<file path="src/rtl/pds_pkg.sv">
package pds_pkg;

    // Sequencer phases
    typedef enum logic [2:0] {
        S_IDLE,
        S_REQ_ACK,   // wait acknowledge high
        S_REQ_IDL,   // wait idle high
        S_DLY,       // switch settling delay
        S_PWR,       // wait power status
        S_REL_ACK,   // wait acknowledge low
        S_REL_IDL    // wait idle low
    } seq_st_e;

    // Register word addresses
    localparam logic [2:0] A_CTRL     = 3'd0;
    localparam logic [2:0] A_STAT     = 3'd1;
    localparam int         A_DLY_BASE = 2;   // group g: down at base+2g, up at base+2g+1
    localparam int         N_GRP      = 2;

    // Lowest set bit, 16-bit search
    function automatic logic [3:0] first_one(input logic [15:0] v);
        first_one = 4'd0;
        for (int i = 15; i >= 0; i--) begin
            if (v[i]) first_one = 4'(i);
        end
    endfunction

endpackage

</file>
<file path="src/rtl/pds_sync.sv">
module pds_sync #(
    parameter int W = 4
) (
    input  logic         clk,
    input  logic         rst,
    input  logic [W-1:0] d,
    output logic [W-1:0] q
);
    logic [W-1:0] meta_q;

    always_ff @(posedge clk) begin
        if (rst) begin
            meta_q <= '0;
            q      <= '0;
        end else begin
            meta_q <= d;
            q      <= meta_q;
        end
    end
endmodule

</file>
<file path="src/rtl/pds_timer.sv">
module pds_timer #(
    parameter int TICKS_PER_US = 24,
    parameter int TIMEOUT_US   = 10000
) (
    input  logic clk,
    input  logic rst,
    input  logic restart,
    output logic expired
);
    localparam int PRE_W = (TICKS_PER_US > 1) ? $clog2(TICKS_PER_US) : 1;
    localparam int US_W  = $clog2(TIMEOUT_US + 1);

    logic [PRE_W-1:0] pre_q;
    logic [US_W-1:0]  us_q;

    assign expired = (us_q == US_W'(TIMEOUT_US));

    always_ff @(posedge clk) begin
        if (rst || restart) begin
            pre_q <= '0;
            us_q  <= '0;
        end else if (!expired) begin
            if (pre_q == PRE_W'(TICKS_PER_US - 1)) begin
                pre_q <= '0;
                us_q  <= us_q + 1'b1;
            end else begin
                pre_q <= pre_q + 1'b1;
            end
        end
    end
endmodule

</file>
<file path="src/rtl/pds_regbank.sv">
module pds_regbank
    import pds_pkg::*;
#(
    parameter int NDOM    = 4,
    parameter int DLY_W   = 16,
    parameter int DLY_RST = 24
) (
    input  logic                          clk,
    input  logic                          rst,
    input  logic                          wr_en,
    input  logic [2:0]                    wr_addr,
    input  logic [31:0]                   wr_data,
    input  logic                          ctrl_ok,
    input  logic [31:0]                   stat_word,
    input  logic [2:0]                    rd_addr,
    output logic [31:0]                   rd_data,
    output logic [NDOM-1:0]               target,
    output logic [N_GRP-1:0][DLY_W-1:0]   dly_dn,
    output logic [N_GRP-1:0][DLY_W-1:0]   dly_up
);
    wire unused_wr_bits = ^wr_data;

    // Masked control write: enable for bit n sits at n+16
    always_ff @(posedge clk) begin
        if (rst) begin
            target <= '0;
        end else if (wr_en && wr_addr == A_CTRL && ctrl_ok) begin
            for (int n = 0; n < NDOM; n++) begin
                if (wr_data[n+16]) target[n] <= wr_data[n];
            end
        end
    end

    for (genvar g = 0; g < N_GRP; g++) begin : g_grp
        logic [DLY_W-1:0] dn_q, up_q;
        always_ff @(posedge clk) begin
            if (rst) begin
                dn_q <= DLY_W'(DLY_RST);
                up_q <= DLY_W'(DLY_RST);
            end else if (wr_en) begin
                if (wr_addr == 3'(A_DLY_BASE + 2*g))     dn_q <= wr_data[DLY_W-1:0];
                if (wr_addr == 3'(A_DLY_BASE + 2*g + 1)) up_q <= wr_data[DLY_W-1:0];
            end
        end
        assign dly_dn[g] = dn_q;
        assign dly_up[g] = up_q;
    end

    always_comb begin
        rd_data = '0;
        if (rd_addr == A_CTRL) rd_data = 32'(target);
        if (rd_addr == A_STAT) rd_data = stat_word;
        for (int g = 0; g < N_GRP; g++) begin
            if (rd_addr == 3'(A_DLY_BASE + 2*g))     rd_data = 32'(dly_dn[g]);
            if (rd_addr == 3'(A_DLY_BASE + 2*g + 1)) rd_data = 32'(dly_up[g]);
        end
    end
endmodule

</file>
<file path="src/rtl/pds_seq_top.sv">
module pds_seq_top
    import pds_pkg::*;
#(
    parameter int              NDOM         = 4,
    parameter logic [NDOM-1:0] HAS_PWR      = '1,
    parameter logic [NDOM-1:0] HAS_STAT     = '1,
    parameter logic [NDOM-1:0] GROUP        = '0,
    parameter int              TICKS_PER_US = 24,
    parameter int              TIMEOUT_US   = 10000,
    parameter int              DLY_W        = 16,
    parameter int              DLY_RST      = 24
) (
    input  logic            clk,
    input  logic            rst,
    input  logic            wr_en,
    input  logic [2:0]      wr_addr,
    input  logic [31:0]     wr_data,
    input  logic [2:0]      rd_addr,
    output logic [31:0]     rd_data,
    input  logic [NDOM-1:0] idle_ack,
    input  logic [NDOM-1:0] idle_st,
    input  logic [NDOM-1:0] pwr_st,
    output logic [NDOM-1:0] idle_req,
    output logic [NDOM-1:0] pwr_off,
    output logic            busy,
    output logic            done,
    output logic [NDOM-1:0] dom_err
);
    localparam int IDX_W = (NDOM > 1) ? $clog2(NDOM) : 1;

    logic [NDOM-1:0] ack_s, idl_s, st_s;
    logic [NDOM-1:0] target, state_q, err_q, req_q, off_q, pend, rpt;
    logic [N_GRP-1:0][DLY_W-1:0] dly_dn, dly_up;
    logic [DLY_W-1:0] dly_q;
    logic [IDX_W-1:0] cur_q, nxt_idx;
    logic             dir_q, armed_q, done_q, accept, restart, expired;
    logic             fin, abort, ack_c, idl_c, st_c, cur_pwr, cur_stat;
    seq_st_e          st_q, st_d;

    pds_sync #(.W(3*NDOM)) u_sync (
        .clk (clk), .rst (rst),
        .d   ({idle_ack, idle_st, pwr_st}),
        .q   ({ack_s, idl_s, st_s})
    );

    assign pend    = (target ^ state_q) & ~err_q;
    assign busy    = (st_q != S_IDLE) || (|pend) || armed_q;
    assign accept  = wr_en && (wr_addr == A_CTRL) && !busy;
    assign rpt     = (HAS_STAT & st_s) | (~HAS_STAT & idl_s);
    assign nxt_idx = IDX_W'(first_one(16'(pend)));

    pds_regbank #(.NDOM(NDOM), .DLY_W(DLY_W), .DLY_RST(DLY_RST)) u_regs (
        .clk (clk), .rst (rst),
        .wr_en (wr_en), .wr_addr (wr_addr), .wr_data (wr_data),
        .ctrl_ok (!busy),
        .stat_word ({16'(err_q), 16'(rpt)}),
        .rd_addr (rd_addr), .rd_data (rd_data),
        .target (target), .dly_dn (dly_dn), .dly_up (dly_up)
    );

    pds_timer #(.TICKS_PER_US(TICKS_PER_US), .TIMEOUT_US(TIMEOUT_US)) u_tmr (
        .clk (clk), .rst (rst), .restart (restart), .expired (expired)
    );

    assign ack_c    = ack_s[cur_q];
    assign idl_c    = idl_s[cur_q];
    assign st_c     = st_s[cur_q];
    assign cur_pwr  = HAS_PWR[cur_q];
    assign cur_stat = HAS_STAT[cur_q];

    // Phase progression
    always_comb begin
        st_d  = st_q;
        fin   = 1'b0;
        abort = 1'b0;
        unique case (st_q)
            S_IDLE: if (|pend)
                st_d = target[nxt_idx] ? S_REQ_ACK : (HAS_PWR[nxt_idx] ? S_DLY : S_REL_ACK);
            S_REQ_ACK: if (ack_c) st_d = S_REQ_IDL; else abort = expired;
            S_REQ_IDL: if (idl_c) begin
                if (cur_pwr) st_d = S_DLY; else fin = 1'b1;
            end else abort = expired;
            S_DLY: if (dly_q == '0) st_d = S_PWR;
            S_PWR: if (!cur_stat || (st_c == dir_q)) begin
                if (dir_q) fin = 1'b1; else st_d = S_REL_ACK;
            end else abort = expired;
            S_REL_ACK: if (!ack_c) st_d = S_REL_IDL; else abort = expired;
            S_REL_IDL: if (!idl_c) fin = 1'b1; else abort = expired;
            default: st_d = S_IDLE;
        endcase
        if (fin || abort) st_d = S_IDLE;
    end

    assign restart = (st_d != st_q);

    always_ff @(posedge clk) begin
        if (rst) begin
            st_q    <= S_IDLE;
            cur_q   <= '0;
            dir_q   <= 1'b0;
            state_q <= '0;
            err_q   <= '0;
            req_q   <= '0;
            off_q   <= '0;
            dly_q   <= '0;
            armed_q <= 1'b0;
            done_q  <= 1'b0;
        end else begin
            st_q   <= st_d;
            done_q <= 1'b0;
            if (accept) begin
                armed_q <= 1'b1;
                err_q   <= err_q & ~wr_data[NDOM+15:16];
            end
            unique case (st_q)
                S_IDLE: begin
                    if (|pend) begin
                        cur_q <= nxt_idx;
                        dir_q <= target[nxt_idx];
                        if (target[nxt_idx]) begin
                            req_q[nxt_idx] <= 1'b1;
                        end else if (HAS_PWR[nxt_idx]) begin
                            off_q[nxt_idx] <= 1'b0;
                            dly_q          <= dly_up[GROUP[nxt_idx]];
                        end else begin
                            req_q[nxt_idx] <= 1'b0;
                        end
                    end else if (armed_q) begin
                        done_q  <= 1'b1;
                        armed_q <= 1'b0;
                    end
                end
                S_REQ_IDL: if (idl_c && cur_pwr) begin
                    off_q[cur_q] <= 1'b1;
                    dly_q        <= dly_dn[GROUP[cur_q]];
                end
                S_DLY: if (dly_q != '0) dly_q <= dly_q - 1'b1;
                S_PWR: if ((!cur_stat || (st_c == dir_q)) && !dir_q) req_q[cur_q] <= 1'b0;
                default: ;
            endcase
            if (fin)   state_q[cur_q] <= dir_q;
            if (abort) err_q[cur_q]   <= 1'b1;
        end
    end

    assign idle_req = req_q;
    assign pwr_off  = off_q;
    assign done     = done_q;
    assign dom_err  = err_q;
endmodule

</file>
<file path="config.mk">
export PLATFORM = sky130hd
export DESIGN_NAME = pds_seq_top
export DESIGN_NICKNAME = d
export VERILOG_FILES = /design/src/rtl/pds_pkg.sv /design/src/rtl/pds_sync.sv /design/src/rtl/pds_timer.sv /design/src/rtl/pds_regbank.sv /design/src/rtl/pds_seq_top.sv
export SDC_FILE = /design/constraint.sdc
export NUM_CORES = 1
export LEC_CHECK = 0
export BUFFER_PORTS_ARGS = -buffer_cell sky130_fd_sc_hd__clkbuf_2
export CORE_MARGIN = 2
export CORE_UTILIZATION = 59
export DETAILED_ROUTE_END_ITERATION = 10
export GPL_ROUTABILITY_DRIVEN = 0
export PLACE_DENSITY_LB_ADDON = 0.15
export REMOVE_ABC_BUFFERS = 1
export SYNTH_ARGS = -nofsm -noshare
export SYNTH_HDL_FRONTEND = slang
export SYNTH_HIERARCHICAL = 1
export SYNTH_SLANG_ARGS = --single-unit
export TNS_END_PERCENT = 30
</file>
<file path="constraint.sdc">
create_clock -name clk -period 4.95 [get_ports clk]
set_input_delay 1.485 -clock clk [delete_from_list [all_inputs] [get_ports clk]]
set_output_delay 1.485 -clock clk [all_outputs]
set_load 0.005 [all_outputs]
</file>
==> results of run 1 <==
logic make-up after synthesis:
logic type | Yosys count | share of synthesized area (%)
and+or+nand+nor | 367 | 24.1
buffers and inverters | 91 | 6.10
muxes | 52 | 7.72
xor gates and xnor gates | 12 | 1.40
other | 1 | 0.0467
DFF | 151 | 37.6
adders and majority gates | 7 | 1.09
AOI/OAI and AO/OA | 257 | 21.9
per-stage QoR:
stage / std cells / setup WS [ns] / hold slack (ns) / power, mW
2_1_floorplan: 894 / 0.586 / 0.411 / 1.55
3_3_place_gp: 1162 / 0.628 / 0.419 / 1.72
3_5_place_dp: 1162 / 0.632 / 0.420 / 1.72
4_1_cts: 1194 / 0.617 / 0.438 / 3.19
5_1_grt: 1194 / 0.563 / 0.449 / 3.29
6_report: 1194 / 0.611 / 0.432 / 3.17
sequential cells by signal, summed over array words and instances, names as in the netlist, 5 cells and up, named ones only:
signal             count
u_regs/g_grp.dn_q     32
u_regs/g_grp.up_q     32
dly_q                 16
u_tmr/us_q            14
u_sync/meta_q         12
u_sync/q              12
u_tmr/pre_q            5
path summary, 6_finish.rpt:
check	startpoint	end	slack (ns)	cells past startpoint
hold reg to reg	u_sync/meta_q[4]	u_sync/q[4]	0.43	1
setup reg to reg	st_q[1]	u_tmr/us_q[1]	1.32	10
hold / removal	u_sync/meta_q[4]	u_sync/q[4]	0.43	1
setup / recovery	rd_addr[0]	rd_data[6]	0.61	6
per-layer routing:
layer  vias up  GRT usage, %  part of all wire (%)
met4         0          8.07                   1.2
met1      3415          40.0                    46
met5         -             0                     0
met2       232          45.2                    47
met3        22          4.86                   5.6
li1       3488             -                     -
power breakdown:
group / switching (mW) / leakage (nW) / internal (mW)
sequential: 0.0376 / 1.23 / 1.25
clock: 0.504 / 0.327 / 0.957
combinational: 0.263 / 1.96 / 0.156
worst max-delay path, cell delays in order:
cell and delay, ns:
clkbuf_2 0.25, buf_12 0.23, mux2_2 0.35, a221oi_1 0.30, nor2_1 0.10, clkbuf_2 0.12
area by class of cell:
type / count / area (sq um) / area share, %
Clock buffer: 19 / 443 / 4.85
Clock inverter: 13 / 225 / 2.47
Inverter: 24 / 90.1 / 0.986
Multi-Input combinational cell: 719 / 4610 / 50.5
Sequential cell: 151 / 3020 / 33.1
Tap cell: 176 / 220 / 2.41
Timing Repair Buffer: 92 / 520 / 5.70
synth_stat cells, types with 15 or more instances:
| cell | instances |
|---|---|
| o31ai_1 | 15 |
| and3_1 | 20 |
| buf_2 | 21 |
| clkbuf_1 | 26 |
| nor2_1 | 52 |
| mux2i_1 | 29 |
| o21ai_0 | 26 |
| nor3_1 | 15 |
| a21oi_1 | 119 |
| nand2b_1 | 18 |
| nor2b_1 | 15 |
| inv_1 | 23 |
| dfxtp_1 | 151 |
| nand2_1 | 149 |
| o21a_1 | 15 |
layout by cell type, fill, tap and decap left out, types with 17 or more instances in the layout:
cell | Yosys | final
dfxtp_1 | 151 | 151
clkbuf_16 | 0 | 17
clkbuf_2 | 1 | 73
buf_4 | 5 | 18
o21ai_0 | 26 | 26
conb_1 | 1 | 24
a21oi_1 | 119 | 119
and3_1 | 20 | 20
nor2_1 | 52 | 52
inv_1 | 23 | 23
mux2i_1 | 29 | 29
nand2b_1 | 18 | 18
nand2_1 | 149 | 149
==> impl_metrics.ini, run 1 <==
[timing]
finalSetupViolCount = 0
fin_crit_ns = 4.34
period_share_pct = 87.7
finalMaxSlewViolations = 0
rsz0062_at_grt = no
max_clock_freq_ghz = 0.230
fin_setup_tns_ns = 0
slew_headroom_pct = 41.9
hold_viol_final = 0
worst_slew_pin_slew_ns = 0.867
finClkSkew_ns = 0.00602

[detailed_routing]
drtIter0Drc = 555
drtAntennaViolNets = 0
dr.pass1.iters = 5
routed-via-count = 7157
viasPerCell = 5.99
drc_errors = 0
wl_per_cell_um = 17.1
wl_um = 20400

[setup_path]
cp-start-kind = input port
cp-end-kind = output port
worstPathRequired_ns = 3.46
critPathArrivalTime_ns = 2.85
critPathMaxFanout = 20
worstSetupPathType = in -> out

[power]
powerDensity_nw_per_um2 = 347
ir_worst_vdd_v = 0.000311
p_leak_nw = 3.51

[floorplan]
start_util_pct = 60.5
die_w_um = 121
dieArea_sq_um = 14600
num_rows = 42
io_pins = 99
core_area_sq_um = 13300
fp.dieH_um = 121

[global_route]
grt_pass1_wl_um = 32900
track_usage_pct = 28.5
grt_antenna_before_repair = 0
grt_overflow = 0
grt_pass1_vias = 6547
grt_max_degree = 62

[logic_synthesis]
synth_area_sq_um = 8040
syn_area_per_cell_sq_um = 8.57
ys_async_sr_fraction_pct = 0
ys.flop_type = dfxtp_1
synth-seq-area-share_pct = 37.6
synth_top_area_cell = dfxtp_1
synth.top_cell.area_share_pct = 37.6
yosysWarningCount = 6
yosysUniqueCellTypes = 89
synthCells = 938
synth_area_leaders = dfxtp_1, a21oi_1, nand2_1, mux2i_1, nor2_1
synth_edf_count = 0
ys_seq_elements = 151

[clocking]
cts_tree = done
cts_sinks = 151
clk_path_buf_depth = 2
insertion_delay_ns = 0.42
clkTransAtPathRegs_ns = 0.06
cts_root_buf = clkbuf_16
cts_setup_buffers = 0
htree_levels = 4
cts_buffers = 17
cts-resized-gates = 0
postCtsHoldBufs = 0

[run_status]
status = completed

[finish]
utilization_pct = 68.7
layout.nets = 1065
drive_gt1_share_pct = 19.1
stdcell_area_sq_um = 9140
diodes = 0
area_growth_pct = 13.7
nFillCells = 1111

[placed_design]
port_buffers = 74
dp_hpwl_um = 13900
post_dp_cell_area_sq_um = 8470

[flow_run]
cap_violations = 0

[worst_hold_path]
hp-class = reg -> reg
(Power assumes the default switching activity.)
==> run 2, diff against run 1 <==
clock period = 4.1 ns   (was 4.95 ns; I/O delays follow)
==> impl_metrics.ini, run 2 (same netlist as run 1, synthesis figures left out) <==
[timing]
fin_setup_tns_ns = 0
fin_crit_ns = 3.88
period_share_pct = 94.7
slew_headroom_pct = 46.9
worst_slew_pin_slew_ns = 0.792
hold_viol_final = 0
rsz0062_at_grt = no
finalSetupViolCount = 0
holdWs_ns = 0.434
finalMaxSlewViolations = 0
finClkSkew_ns = 0.00732
max_clock_freq_ghz = 0.258

[detailed_routing]
wl_per_cell_um = 16.6
route.met3.wl_um = 1190
drtAntennaViolNets = 0
wl_um = 19900
met2_length_um = 8910
routed-via-count = 7129
drc_errors = 0
drtIter0Drc = 658
dr.pass1.iters = 5
wl_met1_um = 9650
viasPerCell = 5.94
highest_layer = met4

[finish]
stdcell_count = 1200
drive_gt1_share_pct = 19.6
layout.nets = 1071
final_cell_mix = dfxtp_1, nand2_1, a21oi_1
area_growth_pct = 13.8
reg.largest.list = u_regs/g_grp.dn_q x32, u_regs/g_grp.up_q x32, dly_q x16
diodes = 0
nFillCells = 1157
final_common_cell = dfxtp_1

[placed_design]
dp_hpwl_um = 13700
place_inst = 1168
port_buffers = 74

[clocking]
cts_buffers = 17
clkTransAtPathRegs_ns = 0.06
postCtsHoldBufs = 0
cts_sinks = 151
htree_levels = 4
insertion_delay_ns = 0.43
cts_root_buf = clkbuf_16
cts_tree = done
cts-resized-gates = 0
cts_setup_buffers = 0
clk_path_buf_depth = 2

[global_route]
grt_pass1_wl_um = 32600
grt_max_degree = 44
grt_antenna_before_repair = 0
grt_overflow = 0
grt_pass1_vias = 6303
track_usage_pct = 28.3

[power]
p_leak_nw = 3.52
ir_worst_vdd_v = 0.000349
powerDensity_nw_per_um2 = 409

[setup_path]
worstPathRequired_ns = 2.87
crit_start = rd_addr[0]
rr_endpoint = u_tmr/us_q[1]
critPathArrivalTime_ns = 2.65
worstSetupPathType = in -> out
critPathMaxFanout = 35
cp-start-kind = input port
cp-end-kind = output port
r2r_cells = 12
r2r_slack_ns = 0.71
r2r-start = cur_q[0]

[run_status]
status = completed

[worst_hold_path]
hp-class = reg -> reg
hold_depth = 1
min_from = u_sync/meta_q[4]
min_to = u_sync/q[4]

[floorplan]
io_pins = 99
dieArea_sq_um = 14600
core_area_sq_um = 13300
die_w_um = 121
fp.dieH_um = 121
start_util_pct = 60.5
num_rows = 42

[flow_run]
cap_violations = 0
==> run 2: cell count changes in the layout (fill, tap and decap cells not counted), sizes merged <==
cell / previous run / this run
clkinv: 6 / 7
clkbuf: 92 / 91
clkinvlp: 1 / 2
inv: 24 / 25
buf: 19 / 25
bufinv: 6 / 4
==> run 2: cell type report <==
| cell class | instances | area (sq um) | share of cell area, % |
|---|---|---|---|
| clock buffers | 18 | 439 | 4.80 |
| clock inverters | 14 | 198 | 2.16 |
| inverters | 24 | 90.1 | 0.985 |
| multi-input cells | 719 | 4610 | 50.4 |
| flip-flops and latches | 151 | 3020 | 33.0 |
| well taps | 176 | 220 | 2.41 |
| repair buffers | 98 | 566 | 6.18 |
==> run 2: how the worst max path moves through the flow <==
stage	to	cells past startpoint
3_5_place_dp	rd_data[3]	5
5_1_grt	rd_data[2]	5
6_report	rd_data[2]	6
3_3_place_gp	rd_data[3]	6
4_1_cts	rd_data[2]	6
2_1_floorplan	rd_data[16]	2
==> run 2: per-layer routing <==
metal,track usage (%),vias up
met5,0,-
met4,7.92,0
li1,-,3493
met3,5.57,16
met2,42.3,202
met1,41.4,3418
==> run 2: power by group <==
| group | total [mW] | leakage (nW) | switching [mW] | internal, mW |
|---|---|---|---|---|
| sequential | 1.56 | 1.23 | 0.0453 | 1.51 |
| clock | 1.68 | 0.307 | 0.643 | 1.04 |
| combinational | 0.505 | 1.98 | 0.312 | 0.192 |
| total | 3.74 | 3.52 | 1.00 | 2.74 |
==> run 2: critical path, cell delays in order <==
cell	delay (ns)
clkbuf_2	0.10
buf_12	0.25
nor2b_2	0.61
a32oi_1	0.13
o31ai_1	0.12
clkbuf_2	0.18
==> run 2: through the flow <==
stage / cell area, sq um / setup slack [ns] / util [%] / power [mW]
finish: 9150 / 0.218 / 68.8 / 3.74
global placement: 8510 / 0.279 / 64.0 / 2.08
CTS: 9150 / 0.258 / 68.8 / 3.76
detailed placement: 8510 / 0.267 / 64.0 / 2.08
floorplan: 7720 / 0.246 / - / 1.88
global route: 9150 / 0.118 / 68.8 / 3.89
==> run 3, diff against run 2 <==
CELL_PAD_IN_SITES_DETAIL_PLACEMENT = 0   (was unset)
CELL_PAD_IN_SITES_GLOBAL_PLACEMENT = 1   (was unset)
CORE_ASPECT_RATIO = 1.2   (was unset)
CORE_UTILIZATION = 44   (was 59)
==> impl_metrics.ini, run 3 (same netlist as run 1, synthesis figures left out) <==
[setup_path]
critPathArrivalTime_ns = 2.62
cp-start-kind = input port
crit_cells = 6
path_cells = clkbuf_2 -> buf_12 -> mux2_4 -> a221oi_2 -> nor2_1 -> clkbuf_2
cp-end-kind = output port
critPathMaxFanout = 17
cp.buffers_inverters = 3
r2r_cells = 12
slowest_stage = clkbuf_2
worstSetupPathType = in -> out
cp_top_family = buffers and inverters
worstPathRequired_ns = 2.87
max_stage_delay_ns = 0.45
cp_common_cell = clkbuf_2

[power]
intPower_mw = 2.74
powerDensity_nw_per_um2 = 405
p_clk_share_pct = 44.7
p_leak_nw = 3.51
ir_worst_vdd_v = 0.000305
seqPwrFrac_pct = 41.7
p_total_mw = 3.72
switchingPower_uw = 986
comb_power_share_pct = 13.5
swShare_pct = 26.5

[global_route]
use_met1_pct = 27.7
grt_antenna_before_repair = 0
grt_pass1_vias = 6650
grt_pass1_wl_um = 34300
grt_overflow = 0
grt_util_met2_pct = 38.4
grtUsageMet3_pct = 3.98
track_usage_pct = 21.9
busiest_layer = met2
grt_max_degree = 89

[detailed_routing]
wl_per_cell_um = 16.9
drtIter0Drc = 402
dr.pass1.iters = 5
drc_errors = 0
routed-via-count = 6903
viasPerCell = 5.54
drtAntennaViolNets = 0
wl_um = 21000

[finish]
diodes = 0
final_common_cell = dfxtp_1
drive_gt1_share_pct = 19.3
utilization_pct = 51.0
area_growth_pct = 14.5
final_cell_mix = dfxtp_1, nand2_1, a21oi_1
reg.largest.list = u_regs/g_grp.dn_q x32, u_regs/g_grp.up_q x32, dly_q x16
layout.nets = 1069

[flow_run]
cap_violations = 0

[run_status]
status = completed

[clocking]
insertion_delay_ns = 0.43
cts_buffers = 17
clk_path_buf_depth = 2
cts-resized-gates = 0
clkTransAtPathRegs_ns = 0.06
postCtsHoldBufs = 0
cts_root_buf = clkbuf_16
htree_levels = 4
cts_sinks = 151
cts_setup_buffers = 0
cts_tree = done

[timing]
fin_setup_tns_ns = 0
finalMaxSlewViolations = 0
holdWs_ns = 0.433
slew_headroom_pct = 38.6
hold_viol_final = 0
finalSetupViolCount = 0
finClkSkew_ns = 0.0107
period_share_pct = 93.8
max_clock_freq_ghz = 0.260
fin_crit_ns = 3.85
worst_slew_pin_slew_ns = 0.916
rsz0062_at_grt = no

[placed_design]
dp_hpwl_um = 14300
port_buffers = 74

[floorplan]
fp.dieH_um = 152
die_w_um = 127
io_pins = 99
core_area_sq_um = 18000
start_util_pct = 44.6
num_rows = 54
dieArea_sq_um = 19400

[worst_hold_path]
hp-class = reg -> reg
hold_depth = 1
[run 3: cell types whose count changed in the layout (fill, tap and decap cells not counted)]
cell	previous run	this run
buf_12	1	3
clkinv_2	2	3
buf_4	24	20
clkinv_4	4	3
inv_6	2	0
clkbuf_1	0	2
[run 3: cell type report]
cell class | instances | area [sq um]
fillers | 1816 | 8830
multi-input cells | 719 | 4610
flip-flops and latches | 151 | 3020
repair buffers | 96 | 576
clock buffers | 20 | 447
well taps | 224 | 280
clock inverters | 12 | 176
inverters | 24 | 90.1
[run 3: per-stage QoR]
stage | std cells | area [sq um] | worst slack [ns]
6_report | 1246 | 9210 | 0.254
3_3_place_gp | 1214 | 8580 | 0.234
4_1_cts | 1246 | 9210 | 0.227
5_1_grt | 1246 | 9210 | 0.141
2_1_floorplan | 894 | 7720 | 0.246
3_5_place_dp | 1214 | 8580 | 0.232
[run 3: worst paths after layout]
path | start | endpoint | slack (ns)
hold / removal | u_sync/meta_q[11] | u_sync/q[11] | 0.43
hold reg to reg | u_sync/meta_q[11] | u_sync/q[11] | 0.43
setup / recovery | rd_addr[0] | rd_data[12] | 0.25
setup reg to reg | cur_q[0] | u_tmr/us_q[1] | 0.72
[run 3: power groups by stage]
stage	logic, mW	registers, mW	clock network, mW
finish	0.505	1.56	1.67
global route	0.558	1.56	1.77
CTS	0.506	1.56	1.69
detailed placement	0.504	1.59	0
global placement	0.500	1.59	0
floorplan	0.296	1.58	0
[run 3: routing by layer]
layer	up-vias	wire, um
li1	3499	-
met5	-	0
met1	3261	9360
met2	127	10700
met4	0	273
met3	16	711
[run 3: worst register-to-register path, stage by stage (launching register included)]
cell and delay (ns):
dfxtp_1 0.37, mux4_2 0.57, inv_1 0.08, ha_1 0.25, a211o_1 0.31, nand3_1 0.08
and4bb_4 0.27, nand3b_4 0.17, a31o_1 0.20, a32oi_1 0.25, or2_2 0.39, a211oi_1 0.09
a41o_2 0.24
